===== src/rtl/uart_tx_pkg.sv =====
package uart_tx_pkg;

  localparam int BYTE_W = 8;

  typedef enum logic [2:0] {
    ST_IDLE  = 3'd0,
    ST_START = 3'd1,
    ST_DATA  = 3'd2,
    ST_PAR   = 3'd3,
    ST_STOP  = 3'd4
  } tx_state_e;

  typedef struct packed {
    logic [2:0] last_idx;
    logic       two_stop;
    logic       par_en;
    logic       par_odd;
  } frame_cfg_t;

  function automatic frame_cfg_t make_cfg(input logic [3:0] dlen, input logic [1:0] slen,
                                          input logic pen, input logic podd);
    frame_cfg_t c;
    logic [3:0] n;
    if (dlen < 4'd5)      n = 4'd5;
    else if (dlen > 4'd8) n = 4'd8;
    else                  n = dlen;
    c.last_idx = 3'(n - 4'd1);
    c.two_stop = (slen == 2'd2);
    c.par_en   = pen;
    c.par_odd  = podd;
    return c;
  endfunction

  function automatic logic [BYTE_W-1:0] bits_mask(input logic [2:0] last);
    logic [BYTE_W-1:0] m;
    for (int i = 0; i < BYTE_W; i++) m[i] = (3'(i) <= last);
    return m;
  endfunction

endpackage


===== src/rtl/uart_tx_fifo.sv =====
module uart_tx_fifo #(
  parameter int DEPTH = 16,
  parameter int W     = 8,
  localparam int AW   = $clog2(DEPTH),
  localparam int LW   = AW + 1
) (
  input  logic          clk,
  input  logic          rst_n,
  input  logic          wr_en,
  input  logic [W-1:0]  wr_data,
  input  logic          rd_en,
  output logic [W-1:0]  rd_data,
  output logic          full,
  output logic          empty,
  output logic [LW-1:0] level
);

  logic [W-1:0]  mem [DEPTH];
  logic [AW-1:0] wr_ptr_q, wr_ptr_d, rd_ptr_q, rd_ptr_d;
  logic [LW-1:0] cnt_q, cnt_d;
  logic          wr_ok, rd_ok;

  assign full    = (cnt_q == LW'(DEPTH));
  assign empty   = (cnt_q == '0);
  assign level   = cnt_q;
  assign rd_data = mem[rd_ptr_q];
  assign wr_ok   = wr_en & ~full;
  assign rd_ok   = rd_en & ~empty;

  always_comb begin
    wr_ptr_d = wr_ptr_q;
    rd_ptr_d = rd_ptr_q;
    cnt_d    = cnt_q;
    if (wr_ok) wr_ptr_d = wr_ptr_q + AW'(1);
    if (rd_ok) rd_ptr_d = rd_ptr_q + AW'(1);
    case ({wr_ok, rd_ok})
      2'b10:   cnt_d = cnt_q + LW'(1);
      2'b01:   cnt_d = cnt_q - LW'(1);
      default: cnt_d = cnt_q;
    endcase
  end

  always_ff @(posedge clk or negedge rst_n) begin
    if (!rst_n) begin
      wr_ptr_q <= '0;
      rd_ptr_q <= '0;
      cnt_q    <= '0;
    end else begin
      wr_ptr_q <= wr_ptr_d;
      rd_ptr_q <= rd_ptr_d;
      cnt_q    <= cnt_d;
    end
  end

  always_ff @(posedge clk) begin
    if (wr_ok) mem[wr_ptr_q] <= wr_data;
  end

endmodule


===== src/rtl/uart_tick_gen.sv =====
module uart_tick_gen #(
  parameter int CLK_HZ = 50_000_000,
  parameter int BAUD_W = 17,
  localparam int INC_W = BAUD_W + 4,
  localparam int CLK_W = $clog2(CLK_HZ + 1),
  localparam int SUM_W = ((INC_W > CLK_W) ? INC_W : CLK_W) + 1
) (
  input  logic              clk,
  input  logic              rst_n,
  input  logic [BAUD_W-1:0] baud,
  output logic              tick
);

  localparam logic [SUM_W-1:0] CLK_V = SUM_W'(CLK_HZ);

  logic [SUM_W-1:0] acc_q, acc_d, inc, sum;
  logic             tick_q, tick_d;

  assign inc  = SUM_W'({baud, 4'b0000});
  assign sum  = acc_q + inc;
  assign tick = tick_q;

  always_comb begin
    acc_d  = sum;
    tick_d = 1'b0;
    if (inc >= CLK_V) begin
      acc_d  = '0;
      tick_d = 1'b1;
    end else if (sum >= CLK_V) begin
      acc_d  = sum - CLK_V;
      tick_d = 1'b1;
    end
  end

  always_ff @(posedge clk or negedge rst_n) begin
    if (!rst_n) begin
      acc_q  <= '0;
      tick_q <= 1'b0;
    end else begin
      acc_q  <= acc_d;
      tick_q <= tick_d;
    end
  end

endmodule


===== src/rtl/uart_tx_engine.sv =====
module uart_tx_engine
  import uart_tx_pkg::*;
(
  input  logic              clk,
  input  logic              rst_n,
  input  logic              tick,
  input  logic              empty,
  input  logic [BYTE_W-1:0] head,
  input  frame_cfg_t        cfg_in,
  output logic              pop,
  output logic              busy,
  output logic              txd
);

  tx_state_e         st_q, st_d;
  logic [3:0]        cnt_q, cnt_d;
  logic [2:0]        idx_q, idx_d;
  logic [BYTE_W-1:0] sh_q, sh_d;
  logic              par_q, par_d, stop2_q, stop2_d, load;
  frame_cfg_t        cfg_q, cfg_d;

  always_comb begin
    st_d    = st_q;
    cnt_d   = cnt_q;
    idx_d   = idx_q;
    sh_d    = sh_q;
    par_d   = par_q;
    cfg_d   = cfg_q;
    stop2_d = stop2_q;
    load    = 1'b0;
    if (tick) begin
      if (st_q == ST_IDLE) begin
        load = ~empty;
      end else begin
        cnt_d = cnt_q + 4'd1;
        if (cnt_q == 4'hF) begin
          case (st_q)
            ST_START: begin
              st_d  = ST_DATA;
              idx_d = '0;
            end
            ST_DATA: begin
              sh_d  = sh_q >> 1;
              idx_d = idx_q + 3'd1;
              if (idx_q == cfg_q.last_idx) begin
                st_d    = cfg_q.par_en ? ST_PAR : ST_STOP;
                stop2_d = 1'b0;
              end
            end
            ST_PAR: begin
              st_d    = ST_STOP;
              stop2_d = 1'b0;
            end
            ST_STOP: begin
              if (cfg_q.two_stop && !stop2_q) stop2_d = 1'b1;
              else if (!empty)                load    = 1'b1;
              else                            st_d    = ST_IDLE;
            end
            default: st_d = ST_IDLE;
          endcase
        end
      end
    end
    if (load) begin
      st_d  = ST_START;
      cnt_d = '0;
      sh_d  = head;
      cfg_d = cfg_in;
      par_d = (^(head & bits_mask(cfg_in.last_idx))) ^ cfg_in.par_odd;
    end
  end

  always_ff @(posedge clk or negedge rst_n) begin
    if (!rst_n) begin
      st_q    <= ST_IDLE;
      cnt_q   <= '0;
      idx_q   <= '0;
      sh_q    <= '0;
      par_q   <= 1'b0;
      stop2_q <= 1'b0;
      cfg_q   <= '0;
    end else begin
      st_q    <= st_d;
      cnt_q   <= cnt_d;
      idx_q   <= idx_d;
      sh_q    <= sh_d;
      par_q   <= par_d;
      stop2_q <= stop2_d;
      cfg_q   <= cfg_d;
    end
  end

  assign pop  = load;
  assign busy = (st_q != ST_IDLE);

  always_comb begin
    case (st_q)
      ST_START: txd = 1'b0;
      ST_DATA:  txd = sh_q[0];
      ST_PAR:   txd = par_q;
      default:  txd = 1'b1;
    endcase
  end

endmodule


===== src/rtl/uart_fifo_tx.sv =====
module uart_fifo_tx
  import uart_tx_pkg::*;
#(
  parameter int CLK_HZ = 50_000_000,
  parameter int DEPTH  = 16,
  parameter int BAUD_W = 17,
  localparam int LW    = $clog2(DEPTH) + 1
) (
  input  logic              clk,
  input  logic              rst_n,
  input  logic              wr_en,
  input  logic [7:0]        wr_data,
  output logic              wr_full,
  input  logic [BAUD_W-1:0] baud,
  input  logic [3:0]        data_len,
  input  logic [1:0]        stop_len,
  input  logic              par_en,
  input  logic              par_odd,
  output logic              txd
);

  logic              rst_meta, rst_n_i;
  logic              baud_tick, fifo_pop, fifo_empty, tx_busy;
  logic [BYTE_W-1:0] fifo_head;
  logic [LW-1:0]     fifo_level;
  frame_cfg_t        cfg_now;

  always_ff @(posedge clk or negedge rst_n) begin
    if (!rst_n) begin
      rst_meta <= 1'b0;
      rst_n_i  <= 1'b0;
    end else begin
      rst_meta <= 1'b1;
      rst_n_i  <= rst_meta;
    end
  end

  assign cfg_now = make_cfg(data_len, stop_len, par_en, par_odd);

  uart_tx_fifo #(.DEPTH(DEPTH), .W(BYTE_W)) u_fifo (
    .clk     (clk),
    .rst_n   (rst_n_i),
    .wr_en   (wr_en),
    .wr_data (wr_data),
    .rd_en   (fifo_pop),
    .rd_data (fifo_head),
    .full    (wr_full),
    .empty   (fifo_empty),
    .level   (fifo_level)
  );

  uart_tick_gen #(.CLK_HZ(CLK_HZ), .BAUD_W(BAUD_W)) u_tick (
    .clk   (clk),
    .rst_n (rst_n_i),
    .baud  (baud),
    .tick  (baud_tick)
  );

  uart_tx_engine u_eng (
    .clk    (clk),
    .rst_n  (rst_n_i),
    .tick   (baud_tick),
    .empty  (fifo_empty),
    .head   (fifo_head),
    .cfg_in (cfg_now),
    .pop    (fifo_pop),
    .busy   (tx_busy),
    .txd    (txd)
  );

endmodule


===== config.mk =====
export PLATFORM = sky130hd
export DESIGN_NAME = uart_fifo_tx
export DESIGN_NICKNAME = d
export VERILOG_FILES = /design/src/rtl/uart_tx_pkg.sv /design/src/rtl/uart_tx_fifo.sv /design/src/rtl/uart_tick_gen.sv /design/src/rtl/uart_tx_engine.sv /design/src/rtl/uart_fifo_tx.sv
export SDC_FILE = /design/constraint.sdc
export NUM_CORES = 1
export LEC_CHECK = 0
export ABC_AREA = 1
export BUFFER_PORTS_ARGS = -buffer_cell sky130_fd_sc_hd__clkbuf_2
export CAP_MARGIN = 15
export CELL_PAD_IN_SITES_DETAIL_PLACEMENT = 0
export CELL_PAD_IN_SITES_GLOBAL_PLACEMENT = 1
export CORE_AREA = 2 2 116 231
export DETAILED_ROUTE_END_ITERATION = 12
export DIE_AREA = 0 0 118 233
export PLACE_DENSITY = 0.73
export SYNTH_ARGS = -nofsm -noshare
export SYNTH_HDL_FRONTEND = slang
export SYNTH_HIERARCHICAL = 1
export SYNTH_SLANG_ARGS = --single-unit

===== constraint.sdc =====
create_clock -name clk -period 1.8 [get_ports clk]
set_input_delay 0 -clock clk [delete_from_list [all_inputs] [get_ports clk]]
set_output_delay 0 -clock clk [all_outputs]
set_load 0.02 [all_outputs]

After elaboration in Yosys (flattened, before gate mapping)
Memory sizes are Yosys's and may differ from the RTL's. Cells that the tools add are included.

Logic and storage cells: 114. Bits of input ports: 36. Memories kept: 1. RAM bits: 128. Register bits after elaboration: 68.

Memories: u_fifo.mem (words 16, width 8, read ports 1, clocked after Yosys merged registers in 0, write ports 1, line uart_tx_fifo.sv:18) `logic [W-1:0] mem [DEPTH];`.

Reduce and logical (&&, ||, !) cells: 16. $add $sub $neg: 9. Bitwise gates (word level): 7. Equality and inequality tests: 16. Muxes and demuxes: 37. Order comparisons: 12.

Operator list (count): $mux 27 (2); $mux 8 (5); $mux 3 (10); $add 27x21->27 (1); $ge 27x26->1 const B (1); $sub 27x26->27 const B (1); $ge 21x26->1 const B (1); $add 4x1->4 const B (3); $le 3x3->1 const A (4); $mux 1 (12); $mux 4 (3); $pmux 3 s4 (1); $reduce_and 6->1 (2); $pmux 5 s2 (1); $reduce_bool 2->1 (5); $and 8x8->8 (1); $reduce_and 4->1 (2); $reduce_xor 8->1 (1); $eq 3x2->1 const B (2); $le 1x3->1 const A (2); $le 2x3->1 const A (2); $ne 3x2->1 const B (2); $pmux 1 s3 (2); $pmux 3 s2 (1); other kinds (25) (30).

Depth between registers and ports, before layout
Word-level depth: 10. Gate-level depth with buffers: 20. Depth with buffers taken out: 20.

Cells and area by module
Netlist, hierarchy kept.

By module, submodules not included: uart_tx_fifo (area each 6231.0 sq um, times used 1, cells an instance 621); uart_tick_gen (area each 3086.7 sq um, times used 1, cells an instance 518); uart_tx_engine (area each 1511.4 sq um, times used 1, cells an instance 199); uart_fifo_tx (area each 118.9 sq um, times used 1, cells an instance 16).

Least setup slack after synthesis
OpenSTA, ideal clock, no wires.

Path type: register -> register. Start point: reg u_tick.acc_q[4]. End point: reg u_tick.acc_q[9]. Buffers on the path: 1. Setup slack: -855 ps. Arrival: 2532 ps. Stages on the path, launching flop included: 17. Cells stage by stage: dfrtp_1 -> ha_1 -> fa_1 -> nand3_1 -> nand3_1 -> xnor2_1 -> ha_1 -> nand2_1 -> nor2_1 -> nor2_2 -> nand3_2 -> nand2_2 -> nand2_4 -> nand3_4 -> buf_6 -> nand2_1 -> o21ai_2.

Word-level cells in the longest chain between the ends: 4. Elaborated cells between the ends (all ways): 5. Classes of those cells: 2 x add/sub; 1 x order compare; 2 x mux.

Ends and longest elaborated chain: from (decl) (line uart_tick_gen.sv:16) `logic [SUM_W-1:0] acc_q, acc_d, inc, sum;`; from (signal assigned) (line uart_tick_gen.sv:37) `acc_q <= '0;`; from (signal assigned) (line uart_tick_gen.sv:40) `acc_q <= acc_d;`; $add 27x21->27 * (line uart_tick_gen.sv:20) `assign sum = acc_q + inc;`; $sub 27x26->27 or $ge 27x26->1 (tied branches) (line uart_tick_gen.sv:30, uart_tick_gen.sv:29); $mux 27 * (line uart_tick_gen.sv:29) `end else if (sum >= CLK_V) begin`; $mux 27 * (line uart_tick_gen.sv:26) `if (inc >= CLK_V) begin`; named net u_tick.acc_d[9] (line uart_tick_gen.sv:16).

Mark *: on every way through the listed nets, which the timed path passes. The rest lies on a longest branch. A chain may end at the register's enable or synchronous reset.

Worst setup path after layout
Start point: reg u_tick.acc_q[4]. End point: reg u_tick.acc_q[14].

Same word-level chain as after synthesis.

==> run summary <==
critical path's top delay family -> simple AND/OR/NAND/NOR gates
Ant. Diodes -> 0
register area share after synthesis -> 0.4974
Worst path slowest cell -> dfrtp_1
Final GP Congestion -> 0.8510
DR DRC count -> 0
Post-Syn Instances -> 1354
max_cap viols -> 0
Syn Nets -> 1422
Required @ worst endpoint -> 2180 ps
worst min path class -> in -> reg
final max-slew violation count -> 0
Async S/R FF share, synth -> 0.3333
commonest non-fill, non-tap cell in the layout -> nand2_1
startpoint types -> register
vias after detailed routing -> 9586
setup slack, reg-to-reg -> -870 ps
total routed wirelength -> 31400 um
Final min period -> 2673 ps
Avg WL per Cell -> 16.01 um
Clock transition at path regs -> 80 ps
Routed Antenna Nets -> 0
largest net degree at the start of global routing -> 63
Initial Util -> 0.4268
total clock sinks -> 192
Worst path max stage delay -> 400 ps
first-pass GRT wire length -> 48180 um
GR Overflow Total -> 0
setup tns final -> -19600 ps
Via density -> 4.888
clock skew -> 16.19 ps
Layout Nets -> 1676
CP most frequent cell -> nand2_1
1st-pass router iterations -> 5
Top FF cell, synth -> edfxtp_1
clock buffer count from CTS -> 17
Rows -> 83
mapped cell area -> 10950 um^2
Worst Path Buf+Inv -> 3
Fin. Hold Viols -> 0
width of the chip -> 118 um
CP Cell Sequence -> ha_4 -> fa_2 -> buf_6 -> xnor2_4 -> nand2_1 -> nor2_2 -> nand3_1 -> nor2_1 -> buf_4 -> nand2_4 -> nor2_4 -> nand3_4 -> nand3_4 -> clkbuf_16 -> nand2_1 -> nand2_1
Port Buffers -> 37
core area -> 25650 um^2
share of post-route cells with drive strength above 1 -> 0.3615
Root Buffer -> clkbuf_16
initial antenna violation count -> 0
failing checks -> setup timing
final cycle utilization of the critical path -> 1.485
post-place instance area -> 12920 um^2
critical path class -> reg -> reg
Post-DP HPWL -> 22520 um
DIE HEIGHT -> 233 um
setup ws final -> -873.2 ps
status -> finished with violations
full die area -> 27490 um^2
commonest non-fill, non-tap cells in the layout -> 414 x nand2_1, 160 x buf_4, 153 x inv_1, 128 x edfxtp_1, 83 x nand2_2
CTS tree -> done
Yosys cell types -> 46
Post-synth EDFFs -> 128
Pwr per Cell Area -> 1810 nW/um^2
Clock Path Buffers -> 2
IO Count -> 38
vias in the first global route -> 9625
Leakage Power -> 7.207 nW
Peak VDD IR -> 1.116 mV
fin cells -> 1961
Synth Register Bits -> 192
CP max FO -> 9
Worst Path Arrival -> 3050 ps
CP endpoint kind -> register
post-place setup slack -> -933.0 ps
Mean Syn Cell Area -> 8.086 um^2
yosys warns -> 6
Placed Cells -> 1878
# setup viols final -> 28
GRT Overall Usage -> 0.2304
H-tree levels -> 4
Max Clock Freq -> 374.1 MHz
Iter 0 DRT Violations -> 403
Final Power -> 27.90 mW
Layout area overhead -> 40.81%
Design Area, Final -> 15420 um^2
clk_lat worst skew -> 450 ps
unrepaired setup endpoints after global routing -> true
==> layer usage <==
metal,part of all wire,GRT usage,vias up
met4,0.056,0.1288,0
met5,0,0,-
met3,0.021,0.03064,69
li1,-,-,4827
met2,0.59,0.4695,182
met1,0.34,0.2136,4508
==> report_power, final <==
part	leakage, nW	internal [mW]	switching [mW]
sequential	1.94	5.64	0.549
clock	0.300	2.35	1.70
combinational	4.97	7.94	9.73
==> registers in the layout, indices dropped and copies added, names as in the netlist <==
register	cells
u_fifo/wr_ptr_q	4
u_eng/cnt_q	4
u_eng/idx_q	3
u_fifo/rd_ptr_q	4
u_tick/acc_q	23
rst_meta	1
u_fifo/level	5
u_tick/tick	1
rst_n_i	1
u_eng/sh_q	8
u_eng/stop2_q	1
u_eng/par_q	1
u_eng/st_q	3
u_fifo/mem	128
u_eng/cfg_q	5
==> metrics by stage <==
step           utilization  hold WS, ps
6_report            0.6010        34.01
5_1_grt             0.6010        29.55
4_1_cts             0.5598        22.31
3_5_place_dp        0.5037       -209.3
3_3_place_gp        0.5037       -214.6
2_1_floorplan            -       -295.6
==> kinds of logic (layout without fill, tap and decap cells) <==
| logic type | after synthesis | after routing | share of synthesized area |
|---|---|---|---|
| and+or+nand+nor | 823 | 823 | 0.3283 |
| buffers and inverters | 213 | 480 | 0.07920 |
| DFF | 192 | 192 | 0.4974 |
| AOI/OAI and AO/OA | 65 | 65 | 0.03440 |
| adders and majority gates | 32 | 32 | 0.03794 |
| xor gates and xnor gates | 28 | 28 | 0.02240 |
| other | 1 | 1 | 0.0003425 |
==> Yosys cell counts (2+ instances only) <==
cell type,n,area [um^2]
inv_2,23,86.33
nand3_1,121,605.6
nand2_4,2,22.52
buf_2,15,75.07
nand3_2,5,50.05
nor2_1,109,409.1
nand3_4,2,35.03
nand3b_1,5,37.54
nand4_1,18,112.6
dfrtp_1,64,1602
nor3_1,7,35.03
o31ai_1,2,15.01
nor2_4,6,67.56
a21oi_1,19,95.09
fa_1,2,40.04
buf_4,3,22.52
o21ai_0,24,120.1
edfxtp_1,128,3844
inv_1,162,608.1
o21ai_2,9,78.83
nor2_2,10,62.56
ha_1,30,375.4
buf_6,5,56.30
nand2_2,26,162.7
o21ai_1,7,35.03
clkbuf_1,3,11.26
xor2_1,17,148.9
xnor2_1,11,96.34
nand2_1,502,1884
==> worst register-to-register path: stages (launching register included) <==
cell	delay (ps)
dfrtp_1	400
ha_4	170
fa_2	380
buf_6	150
xnor2_4	150
nand2_1	80
nor2_2	110
nand3_1	100
nor2_1	120
buf_4	160
nand2_4	60
nor2_4	120
nand3_4	90
nand3_4	190
clkbuf_16	210
nand2_1	60
nand2_1	50
==> area by class of cell <==
cell class	instances	area (um^2)
flip-flops and latches	192	5449
well taps	340	425.4
repair buffers	262	2391
fillers	2341	10230
clock inverters	14	200.2
clock buffers	18	429.2
inverters	186	730.7
multi-input cells	949	5791
==> path summary, 6_finish.rpt <==
check,cells after the start,from,endpoint
max,16,u_tick/acc_q[4]$_DFF_PN0_,u_tick/acc_q[14]$_DFF_PN0_
min,1,wr_data[1],u_fifo/mem[7][1]$_DFFE_PP_
max reg2reg,16,u_tick/acc_q[4]$_DFF_PN0_,u_tick/acc_q[14]$_DFF_PN0_
min reg2reg,1,rst_n_i$_DFF_PN0_,u_tick/acc_q[4]$_DFF_PN0_
max in group asynchronous,1,rst_n_i$_DFF_PN0_,u_fifo/level[4]$_DFFE_PN0P_
min in group asynchronous,1,rst_n_i$_DFF_PN0_,u_tick/acc_q[4]$_DFF_PN0_
==> timing repair <==
| action | CTS | global route |
|---|---|---|
| hold buffers | 8 | 0 |
| pin swaps | 45 | 76 |
| hold endpoints to repair | 7 | 0 |
| gates resized for setup | 120 | 205 |
| endpoints found under the setup margin | 161 | 160 |
| buffers inserted | 20 | 21 |
| gates cloned | 5 | 5 |
No activity file was read; power rests on OpenSTA's default activity.
